**src/rtl/anc_pkg.sv**
```systemverilog
package anc_pkg;
  localparam int NSLOT = 2;

  typedef enum logic [2:0] {
    SL_FREE  = 3'd0,
    SL_CONV  = 3'd1,  // converting, no decision yet
    SL_CVAL  = 3'd2,  // converting, already validated
    SL_WAIT  = 3'd3,  // converted, awaiting decision
    SL_READY = 3'd4   // converted and validated, for readout
  } slot_st_e;
endpackage

```
**src/rtl/anc_slot.sv**
```systemverilog
module anc_slot
  import anc_pkg::*;
#(
  parameter int TAG_W   = 8,
  parameter int EVT_W   = 32,
  parameter int TIMEOUT = 4096
) (
  input  logic             clk,
  input  logic             rst_n,
  input  logic             alloc,
  input  logic [TAG_W-1:0] alloc_tag,
  input  logic             conv_done,
  input  logic             dec_val,
  input  logic             dec_rej,
  input  logic [TAG_W-1:0] dec_tag,
  input  logic [EVT_W-1:0] ev_in,
  input  logic             take,
  output logic             used,
  output logic             busy,
  output logic             ready,
  output logic             hit,
  output logic             val_hit,
  output logic [TAG_W-1:0] tag_q,
  output logic [EVT_W-1:0] ev_q
);
  localparam int TMO_W = $clog2(TIMEOUT + 1);

  slot_st_e         st_q;
  logic [TMO_W-1:0] tmo_q;
  logic             pend, rej_hit, expire;

  assign pend    = (st_q == SL_CONV) || (st_q == SL_WAIT);
  assign hit     = pend && (dec_val || dec_rej) && (dec_tag == tag_q);
  assign rej_hit = hit && dec_rej;
  assign val_hit = hit && !dec_rej;
  assign expire  = pend && !hit && (tmo_q == TMO_W'(TIMEOUT - 1));

  assign used  = (st_q != SL_FREE);
  assign busy  = (st_q == SL_CONV) || (st_q == SL_CVAL);
  assign ready = (st_q == SL_READY);

  always_ff @(posedge clk) begin
    if (!rst_n) begin
      st_q  <= SL_FREE;
      tag_q <= '0;
      ev_q  <= '0;
      tmo_q <= '0;
    end else begin
      if (pend) tmo_q <= tmo_q + 1'b1;
      if (val_hit) ev_q <= ev_in;
      unique case (st_q)
        SL_FREE: if (alloc) begin
          st_q  <= SL_CONV;
          tag_q <= alloc_tag;
          tmo_q <= '0;
        end
        SL_CONV: begin
          if (rej_hit || expire)  st_q <= SL_FREE;
          else if (val_hit)       st_q <= conv_done ? SL_READY : SL_CVAL;
          else if (conv_done)     st_q <= SL_WAIT;
        end
        SL_CVAL: if (conv_done) st_q <= SL_READY;
        SL_WAIT: begin
          if (rej_hit || expire)  st_q <= SL_FREE;
          else if (val_hit)       st_q <= SL_READY;
        end
        SL_READY: if (take) st_q <= SL_FREE;
        default: st_q <= SL_FREE;
      endcase
    end
  end
endmodule

```
**src/rtl/anc_ro_arb.sv**
```systemverilog
module anc_ro_arb #(
  parameter int EVT_W = 32
) (
  input  logic             clk,
  input  logic             rst_n,
  input  logic [1:0]       ready,
  input  logic [EVT_W-1:0] ev0,
  input  logic [EVT_W-1:0] ev1,
  input  logic             ro_ready,
  output logic             ro_valid,
  output logic             sel,
  output logic [1:0]       take
);
  logic             held_q, sel_q, pick1;
  logic [EVT_W-1:0] diff;

  // wrap-safe age compare: ev1 older when (ev1 - ev0) is negative
  assign diff  = ev1 - ev0;
  assign pick1 = ready[1] && (!ready[0] || diff[EVT_W-1]);

  always_ff @(posedge clk) begin
    if (!rst_n) begin
      held_q <= 1'b0;
      sel_q  <= 1'b0;
    end else if (!held_q) begin
      if (|ready) begin
        held_q <= 1'b1;
        sel_q  <= pick1;
      end
    end else if (ro_ready) begin
      held_q <= 1'b0;
    end
  end

  assign ro_valid = held_q;
  assign sel      = sel_q;
  assign take     = (held_q && ro_ready) ? (sel_q ? 2'b10 : 2'b01) : 2'b00;
endmodule

```
**src/rtl/anc_trig_gate.sv**
```systemverilog
module anc_trig_gate
  import anc_pkg::*;
#(
  parameter int TAG_W   = 8,
  parameter int EVT_W   = 32,
  parameter int TIMEOUT = 4096
) (
  input  logic             clk,
  input  logic             rst_n,
  input  logic             mode_fast,
  input  logic             trig_req,
  output logic             local_trig,
  output logic [TAG_W-1:0] local_tag,
  output logic [1:0]       busy,
  input  logic [1:0]       conv_done,
  input  logic             dec_val,
  input  logic             dec_rej,
  input  logic [TAG_W-1:0] dec_tag,
  output logic             ro_valid,
  input  logic             ro_ready,
  output logic [EVT_W-1:0] ro_evnum,
  output logic [TAG_W-1:0] ro_tag,
  output logic             tag_err
);
  logic [NSLOT-1:0] used_w, ready_w, hit_w, vhit_w, alloc_w, take_w;
  logic [TAG_W-1:0] tag_w [NSLOT];
  logic [EVT_W-1:0] ev_w  [NSLOT];
  logic [TAG_W-1:0] tag_cnt_q;
  logic [EVT_W-1:0] ev_cnt_q;
  logic             accept, trig_q, err_q, sel_w;
  logic [TAG_W-1:0] ltag_q;

  // slow mode: any held slot blocks; fast mode: need a free slot
  assign accept  = trig_req && (mode_fast ? !(&used_w) : !(|used_w));
  assign alloc_w = !accept ? 2'b00 : (!used_w[0] ? 2'b01 : 2'b10);

  for (genvar k = 0; k < NSLOT; k++) begin : g_slot
    anc_slot #(.TAG_W(TAG_W), .EVT_W(EVT_W), .TIMEOUT(TIMEOUT)) u_slot (
      .clk       (clk),
      .rst_n     (rst_n),
      .alloc     (alloc_w[k]),
      .alloc_tag (tag_cnt_q),
      .conv_done (conv_done[k]),
      .dec_val   (dec_val),
      .dec_rej   (dec_rej),
      .dec_tag   (dec_tag),
      .ev_in     (ev_cnt_q),
      .take      (take_w[k]),
      .used      (used_w[k]),
      .busy      (busy[k]),
      .ready     (ready_w[k]),
      .hit       (hit_w[k]),
      .val_hit   (vhit_w[k]),
      .tag_q     (tag_w[k]),
      .ev_q      (ev_w[k])
    );
  end

  anc_ro_arb #(.EVT_W(EVT_W)) u_arb (
    .clk      (clk),
    .rst_n    (rst_n),
    .ready    (ready_w),
    .ev0      (ev_w[0]),
    .ev1      (ev_w[1]),
    .ro_ready (ro_ready),
    .ro_valid (ro_valid),
    .sel      (sel_w),
    .take     (take_w)
  );

  always_ff @(posedge clk) begin
    if (!rst_n) begin
      tag_cnt_q <= '0;
      ev_cnt_q  <= '0;
      trig_q    <= 1'b0;
      ltag_q    <= '0;
      err_q     <= 1'b0;
    end else begin
      trig_q <= accept;
      if (accept) begin
        ltag_q    <= tag_cnt_q;
        tag_cnt_q <= tag_cnt_q + 1'b1;
      end
      if (|vhit_w) ev_cnt_q <= ev_cnt_q + 1'b1;
      if ((dec_val || dec_rej) && !(|hit_w)) err_q <= 1'b1;
    end
  end

  assign local_trig = trig_q;
  assign local_tag  = ltag_q;
  assign tag_err    = err_q;
  assign ro_evnum   = sel_w ? ev_w[1]  : ev_w[0];
  assign ro_tag     = sel_w ? tag_w[1] : tag_w[0];
endmodule

```
**config.mk**
```make
export PLATFORM = sky130hd
export DESIGN_NAME = anc_trig_gate
export DESIGN_NICKNAME = d
export VERILOG_FILES = /design/src/rtl/anc_pkg.sv /design/src/rtl/anc_slot.sv /design/src/rtl/anc_ro_arb.sv /design/src/rtl/anc_trig_gate.sv
export SDC_FILE = /design/constraint.sdc
export NUM_CORES = 1
export LEC_CHECK = 0
export ABC_AREA = 1
export BUFFER_PORTS_ARGS = -buffer_cell sky130_fd_sc_hd__buf_2
export CAP_MARGIN = 25
export CELL_PAD_IN_SITES_DETAIL_PLACEMENT = 0
export CELL_PAD_IN_SITES_GLOBAL_PLACEMENT = 1
export CORE_MARGIN = 2
export CORE_UTILIZATION = 40
export DETAILED_ROUTE_END_ITERATION = 7
export PLACE_DENSITY = 0.79
export SLEW_MARGIN = 0
export SYNTH_ARGS = -nofsm -noshare
export SYNTH_HDL_FRONTEND = slang
export SYNTH_HIERARCHICAL = 1
export SYNTH_SLANG_ARGS = --single-unit
```
**constraint.sdc**
```tcl
create_clock -name clk -period 5 [get_ports clk]
set_input_delay 0.75 -clock clk [delete_from_list [all_inputs] [get_ports clk]]
set_output_delay 0.75 -clock clk [all_outputs]
set_load 0.02 [all_outputs]
```
# Yosys cells after proc, flatten, opt, wreduce, memory -nomap -nowiden
# Cells that the tools add are included.
dict set report word_totals {
  regBits 164
  input_bits 17
  out_inout_bits 53
  elab_cells 124
}
dict set report op_classes {
  n_addsub 5
  eq_ne 22
  n_mux 36
  bitwise_logic 1
  reduce_logical 45
}
# cell n
set ops {}
lappend ops {{$mux 13} 6}
lappend ops {{$mux 3} 18}
lappend ops {{$add 32x1->32 const B} 1}
lappend ops {{$mux 32} 1}
lappend ops {{$sub 32x32->32} 1}
lappend ops {{$pmux 3 s5} 2}
lappend ops {{$add 13x1->13 const B} 2}
lappend ops {{$eq 13x12->1 const B} 2}
lappend ops {{$eq 8x8->1} 2}
lappend ops {{$logic_and 1x1->1} 16}
lappend ops {{$eq 3x2->1 const B} 4}
lappend ops {{$ne 2x2->1 const B} 6}
lappend ops {{$reduce_and 5->1} 2}
lappend ops {{$add 8x1->8 const B} 1}
lappend ops {{$logic_or 1x1->1} 8}
lappend ops {{$mux 2} 4}
lappend ops {{$mux 8} 1}
lappend ops {{$ne 4x3->1 const B} 2}
lappend ops {{$reduce_and 2->1} 4}
lappend ops {{$reduce_or 2->1} 4}
lappend ops {{$logic_not 1->1} 7}
lappend ops {{$eq 3x1->1 const B} 2}
lappend ops {{$eq 3x3->1 const B} 2}
lappend ops {{$logic_not 3->1} 2}
lappend ops {{4 further kinds} 9}

# Longest topological paths before layout
dict set report logic_depth {
  depth_word 10
  mapped_depth 16
  mapped_depth_nobuf 16
}

# Hierarchy
# Netlist, hierarchy kept.
# mod instances cells_each area_each_um2 seq_area_each_um2
set by_module_without_submodules {}
lappend by_module_without_submodules {anc_slot 2 354 2567.5 1121.1}
lappend by_module_without_submodules {anc_trig_gate 1 428 3004.1 1001.0}
lappend by_module_without_submodules {anc_ro_arb 1 163 974.7 40.0}

# Worst setup path before layout
# Ideal clock, no wire load.
dict set report synth_path {
  path_type {input-to-reg}
  from {in dec_tag[3]}
  to {reg ev_cnt_q[30]}
  setup_time_ps 128
  arrival_ps 2165
  required_time_ps 4872
  setup_slack_ps 2708
  stages 12
  path_buffers 0
  path_cell_list {xnor2_1 nand2_1 nor3_1 o2111ai_1 nor4_1 nor2_2 nor2_4 nand3_4 nor2_4 nand3_1 nand2_1 nor2_1}
}
dict set report synth_between {
  elab_chain_len 4
  word_cells_on_any_way 7
  cone_classes {2 x eq/ne; 5 x reduce/logical}
}
# element line_no
set synth_lines {}
lappend synth_lines {{start, declared} anc_trig_gate.sv:18} ;# input logic [TAG_W-1:0] dec_tag,
lappend synth_lines {{$eq 8x8->1} anc_slot.sv:33} ;# assign hit = pend && (dec_val || dec_rej) && (dec_tag == tag_q);
lappend synth_lines {{$logic_and 1x1->1} anc_slot.sv:33}
lappend synth_lines {{$logic_and 1x1->1} anc_slot.sv:35} ;# assign val_hit = hit && !dec_rej;
lappend synth_lines {{net vhit_w[1]} anc_trig_gate.sv:25} ;# logic [NSLOT-1:0] used_w, ready_w, hit_w, vhit_w, alloc_w, take_w;
lappend synth_lines {{$reduce_or 2->1} anc_trig_gate.sv:84} ;# if (|vhit_w) ev_cnt_q <= ev_cnt_q + 1'b1;
lappend synth_lines {{end signal, assigned} anc_trig_gate.sv:84}
lappend synth_lines {{end, declared} anc_trig_gate.sv:29} ;# logic [EVT_W-1:0] ev_cnt_q;
# The timed path passes the listed nets, and every way through them passes these cells.
# A chain may end at the register's enable or synchronous reset.

# Worst setup path in the final report
dict set report layout_path {
  from {reg g_slot[1].u_slot.st_q[0]}
  to {reg g_slot[1].u_slot.tmo_q[10]}
}
dict set report layout_between {
  elab_chain_len 8
  word_cells_on_any_way 15
  cone_classes {2 x eq/ne; 5 x mux; 8 x reduce/logical}
}
# element line_no
set layout_lines {}
lappend layout_lines {{start, declared} anc_slot.sv:28} ;# slot_st_e st_q;
lappend layout_lines {{start signal, assigned} anc_slot.sv:59} ;# else if (val_hit) st_q <= conv_done ? SL_READY : SL_CVAL;
lappend layout_lines {{$reduce_bool 3->1 *} anc_slot.sv:38} ;# assign used = (st_q != SL_FREE);
lappend layout_lines {{net used_w[1]} anc_trig_gate.sv:25}
lappend layout_lines {{$reduce_or 2->1 / $reduce_and 2->1 (equally long branches)} anc_trig_gate.sv:34} ;# assign accept = trig_req && (mode_fast ? !(&used_w) : !(|used_w));
lappend layout_lines {{$logic_not 1->1} anc_trig_gate.sv:34}
lappend layout_lines {{$mux 1 *} anc_trig_gate.sv:34}
lappend layout_lines {{$logic_and 1x1->1 *} anc_trig_gate.sv:34}
lappend layout_lines {{$mux 2 *} anc_trig_gate.sv:35} ;# assign alloc_w = !accept ? 2'b00 : (!used_w[0] ? 2'b01 : 2'b10);
lappend layout_lines {{net alloc_w[1]} anc_trig_gate.sv:25}
lappend layout_lines {{$mux 13 *} anc_slot.sv:52} ;# SL_FREE: if (alloc) begin
lappend layout_lines {{$mux 13 *} anc_slot.sv:51} ;# unique case (st_q)
lappend layout_lines {{end signal, assigned} anc_slot.sv:49} ;# if (pend) tmo_q <= tmo_q + 1'b1;
lappend layout_lines {{end, declared} anc_slot.sv:29} ;# logic [TMO_W-1:0] tmo_q;
# The timed path passes the listed nets; every way through them passes the cells marked *.

==> impl_metrics.yaml <==
run_status:
  status: "completed"
setup_path:
  reg2reg_slack_ns: 2.10
  cp_max_fo: 18
  r2r-start: "g_slot[1].u_slot/st_q[0]$_SDFFE_PN0P_"
  cp-end-kind: "register"
  crit_path_start_kind: "register"
  critPathKind: "register to register"
  ff2ff_path_depth: 11
  rr_endpoint: "g_slot[1].u_slot/tmo_q[10]$_SDFF_PN0_"
  worstPathRequired_ns: 5.32
  arrival_ns: 3.22
timing:
  fin_crit_ns: 2.90
  report.final.hold_viol_count: 0
  drv_slew: 0
  finalCritPeriodShare_pct: 58.0
  tightest_slew_ns: 0.811
  slew_headroom_pct: 45.9
  setup_slack_ns: 2.10
  fmax_ghz: 0.345
  setup_viol: 0
  setup_tns_ns: 0
  clock_skew_ns: 0.0132
  rsz0062_at_grt: "false"
layout:
  final_cell_mix: "255 x nand2_1, 214 x inv_1, 163 x dfxtp_1"
  antenna_cells: 0
  mostFrequentLayoutCell: "nand2_1"
  design_area_um2: 10200
  layout-drive-gt1-share_pct: 16.1
  fin_cells: 1653
  area_delta_synth_final_pct: 12.3
  layout.nets: 1406
  final_util_pct: 45.5
global_routing:
  use_met2_pct: 32.5
  grt_pass1_vias: 7517
  grt_usage_pct: 18.6
  grt_busiest_layer: "met2"
  grt_use_met3_pct: 2.59
  grt_start_max_net_pins: 92
  met1_usage_pct: 23.9
  grt_pass1_wl_um: 36500
  overflow: 0
  antenna_found_initial: 0
place:
  port_buffers: 69
  dp.cells: 1621
  gp_congestion: 0.838
  hpwl_um: 15900
  dpl_cell_area_um2: 9670
  post-place-ws_ns: 2.08
clocking:
  numCtsBuffers: 17
  clockBufferDepth: 2
  h-tree-depth: 4
  cts_sinks: 164
  worstSkewPairLatency_ns: 0.43
  cts_setup_buffers: 0
  cts_tree: "done"
  cts_hold_buffers: 0
  clock-root-buffer: "clkbuf_16"
  cts-resized-gates: 0
  clkTransAtPathRegs_ns: 0.07
synthesis:
  yosys.area_share.xor_xnor_pct: 2.21
  synthCells: 1299
  synth_flop_cell: "dfxtp_1"
  syn_nets: 1350
  synth_compound_area_share_pct: 14.1
  yosysSeqAreaShare_pct: 36.0
  synth_top_family_by_area: "simple AND/OR/NAND/NOR gates"
  synthAdderAreaFrac_pct: 4.67
  synthSimpleGateAreaFrac_pct: 26.7
  synth_area_leaders: "dfxtp_1 36%, nand2_1 11%, inv_1 8.8%, a21oi_1 7.5%, mux2_2 4.9%"
  ys_warn_count: 6
  synthMuxAreaShare_pct: 4.94
  async_flop_share_pct: 0
  yosys.cell_types.count: 41
  synth_edf_count: 0
  syn_area_um2: 9110
  synth_top_cell_by_area: "dfxtp_1"
  synth_top_cell_area_share_pct: 36.0
  synth-seq-cells: 164
  synth_area_per_cell_um2: 7.02
die:
  dieArea_um2: 24000
  io_pins: 70
  start_util_pct: 40.5
  coreArea_um2: 22500
  row_count: 55
  die_width_um: 155
  die_h_um: 155
power:
  peakVddDrop_mv: 0.252
  leakage_nw: 4.27
  p_per_area_nw_per_um2: 337
hold_path:
  min_from: "g_slot[0].u_slot/tmo_q[12]$_SDFF_PN0_"
  whs_endpoint: "g_slot[0].u_slot/tmo_q[12]$_SDFF_PN0_"
  hold_depth: 2
  hold_class: "register to register"
detailed_routing:
  dr.pass1.iters: 5
  dr.first_iter.drc_count: 411
  ant_nets: 0
  vias_per_cell: 4.84
  wirelength_um: 21900
  num_vias: 7998
  wl_per_cell_um: 13.2
  drc: 0
flow_run:
  maxCapViolations: 0
state kept, by name (all words and copies together) (netlist names):
register	flops
g_slot.u_slot/tag_q	16
g_slot.u_slot/tmo_q	26
local_tag	8
g_slot.u_slot/st_q	6
g_slot.u_slot/ev_q	64
ev_cnt_q	32
tag_cnt_q	8
u_arb/sel	1
local_trig	1
u_arb/ro_valid	1
tag_err	1
worst max-delay path by stage:
stage,start,end,slack [ns],depth (start not counted)
after detailed placement,g_slot[0].u_slot/st_q[0]$_SDFFE_PN0P_,g_slot[1].u_slot/tmo_q[10]$_SDFF_PN0_,2.08,11
after global routing,g_slot[1].u_slot/st_q[0]$_SDFFE_PN0P_,g_slot[0].u_slot/tmo_q[10]$_SDFF_PN0_,1.77,11
final,g_slot[1].u_slot/st_q[0]$_SDFFE_PN0P_,g_slot[1].u_slot/tmo_q[10]$_SDFF_PN0_,2.10,11
after CTS,g_slot[0].u_slot/st_q[0]$_SDFFE_PN0P_,g_slot[1].u_slot/tmo_q[10]$_SDFF_PN0_,2.08,11
after floorplan,dec_tag[3],ev_cnt_q[30]$_SDFFE_PN0P_,2.71,12
after global placement,g_slot[0].u_slot/st_q[0]$_SDFFE_PN0P_,g_slot[1].u_slot/tmo_q[4]$_SDFF_PN0_,2.16,11
layer usage:
metal / vias to the layer above / wire, µm
li1: 4251 / -
met1: 3602 / 10400
met3: 19 / 629
met2: 126 / 10500
met5: - / 0
met4: 0 / 327
synthesized netlist by cell type, types with 8 or more instances:
cell type	count
nand2_1	255
inv_1	214
dfxtp_1	164
a21oi_1	136
nor2_1	118
o21ai_0	85
nand3_1	52
mux2_2	40
ha_1	34
nor2_2	17
nor3_1	17
clkbuf_1	14
buf_2	13
nor2_4	13
o21ai_1	13
xnor2_1	13
nand2_2	12
inv_2	11
xor2_1	10
nand4_1	9
nor3b_1	8
area by class of cell:
cell class / count / area (µm²)
fill: 2358 / 12300
multi-input combinational: 873 / 4800
sequential: 164 / 3280
inverter: 225 / 845
clock buffer: 18 / 429
timing repair buffer: 74 / 383
tap: 285 / 357
clock inverter: 14 / 138
stage by stage:
stage | hold WS (ns) | power (W)
6_report | 0.456 | 0.00345
5_1_grt | 0.480 | 0.00364
4_1_cts | 0.458 | 0.00350
3_5_place_dp | 0.447 | 0.00221
3_3_place_gp | 0.441 | 0.00221
2_1_floorplan | 0.433 | 0.00202
where the power goes:
group	total (W)	switching (W)	internal [W]
Combinational	0.000715	0.000485	0.000230
Sequential	0.00146	0.0000824	0.00138
Clock	0.00127	0.000574	0.000698
critical path: stages (launching register included):
cell and delay, ns:
dfxtp_1 0.36, nor2_1 0.13, inv_1 0.06, nor2_1 0.19, inv_1 0.12, o21bai_1 0.18
nand3_2 0.36, nor2_1 0.33, nand2_1 0.37, nand2_1 0.51, a21oi_1 0.08, o21a_1 0.12
cell families (layout without fill, tap and decap cells):
kind of cell	after synthesis	count (layout)
AND/OR/NAND/NOR	527	527
buffers and inverters	262	331
AO/OA/AOI/OAI	249	249
flip-flops	164	164
multiplexers	40	40
adder cells (fa/ha/maj)	34	34
XOR/XNOR	23	23
Power figures use the tool's default switching activity.
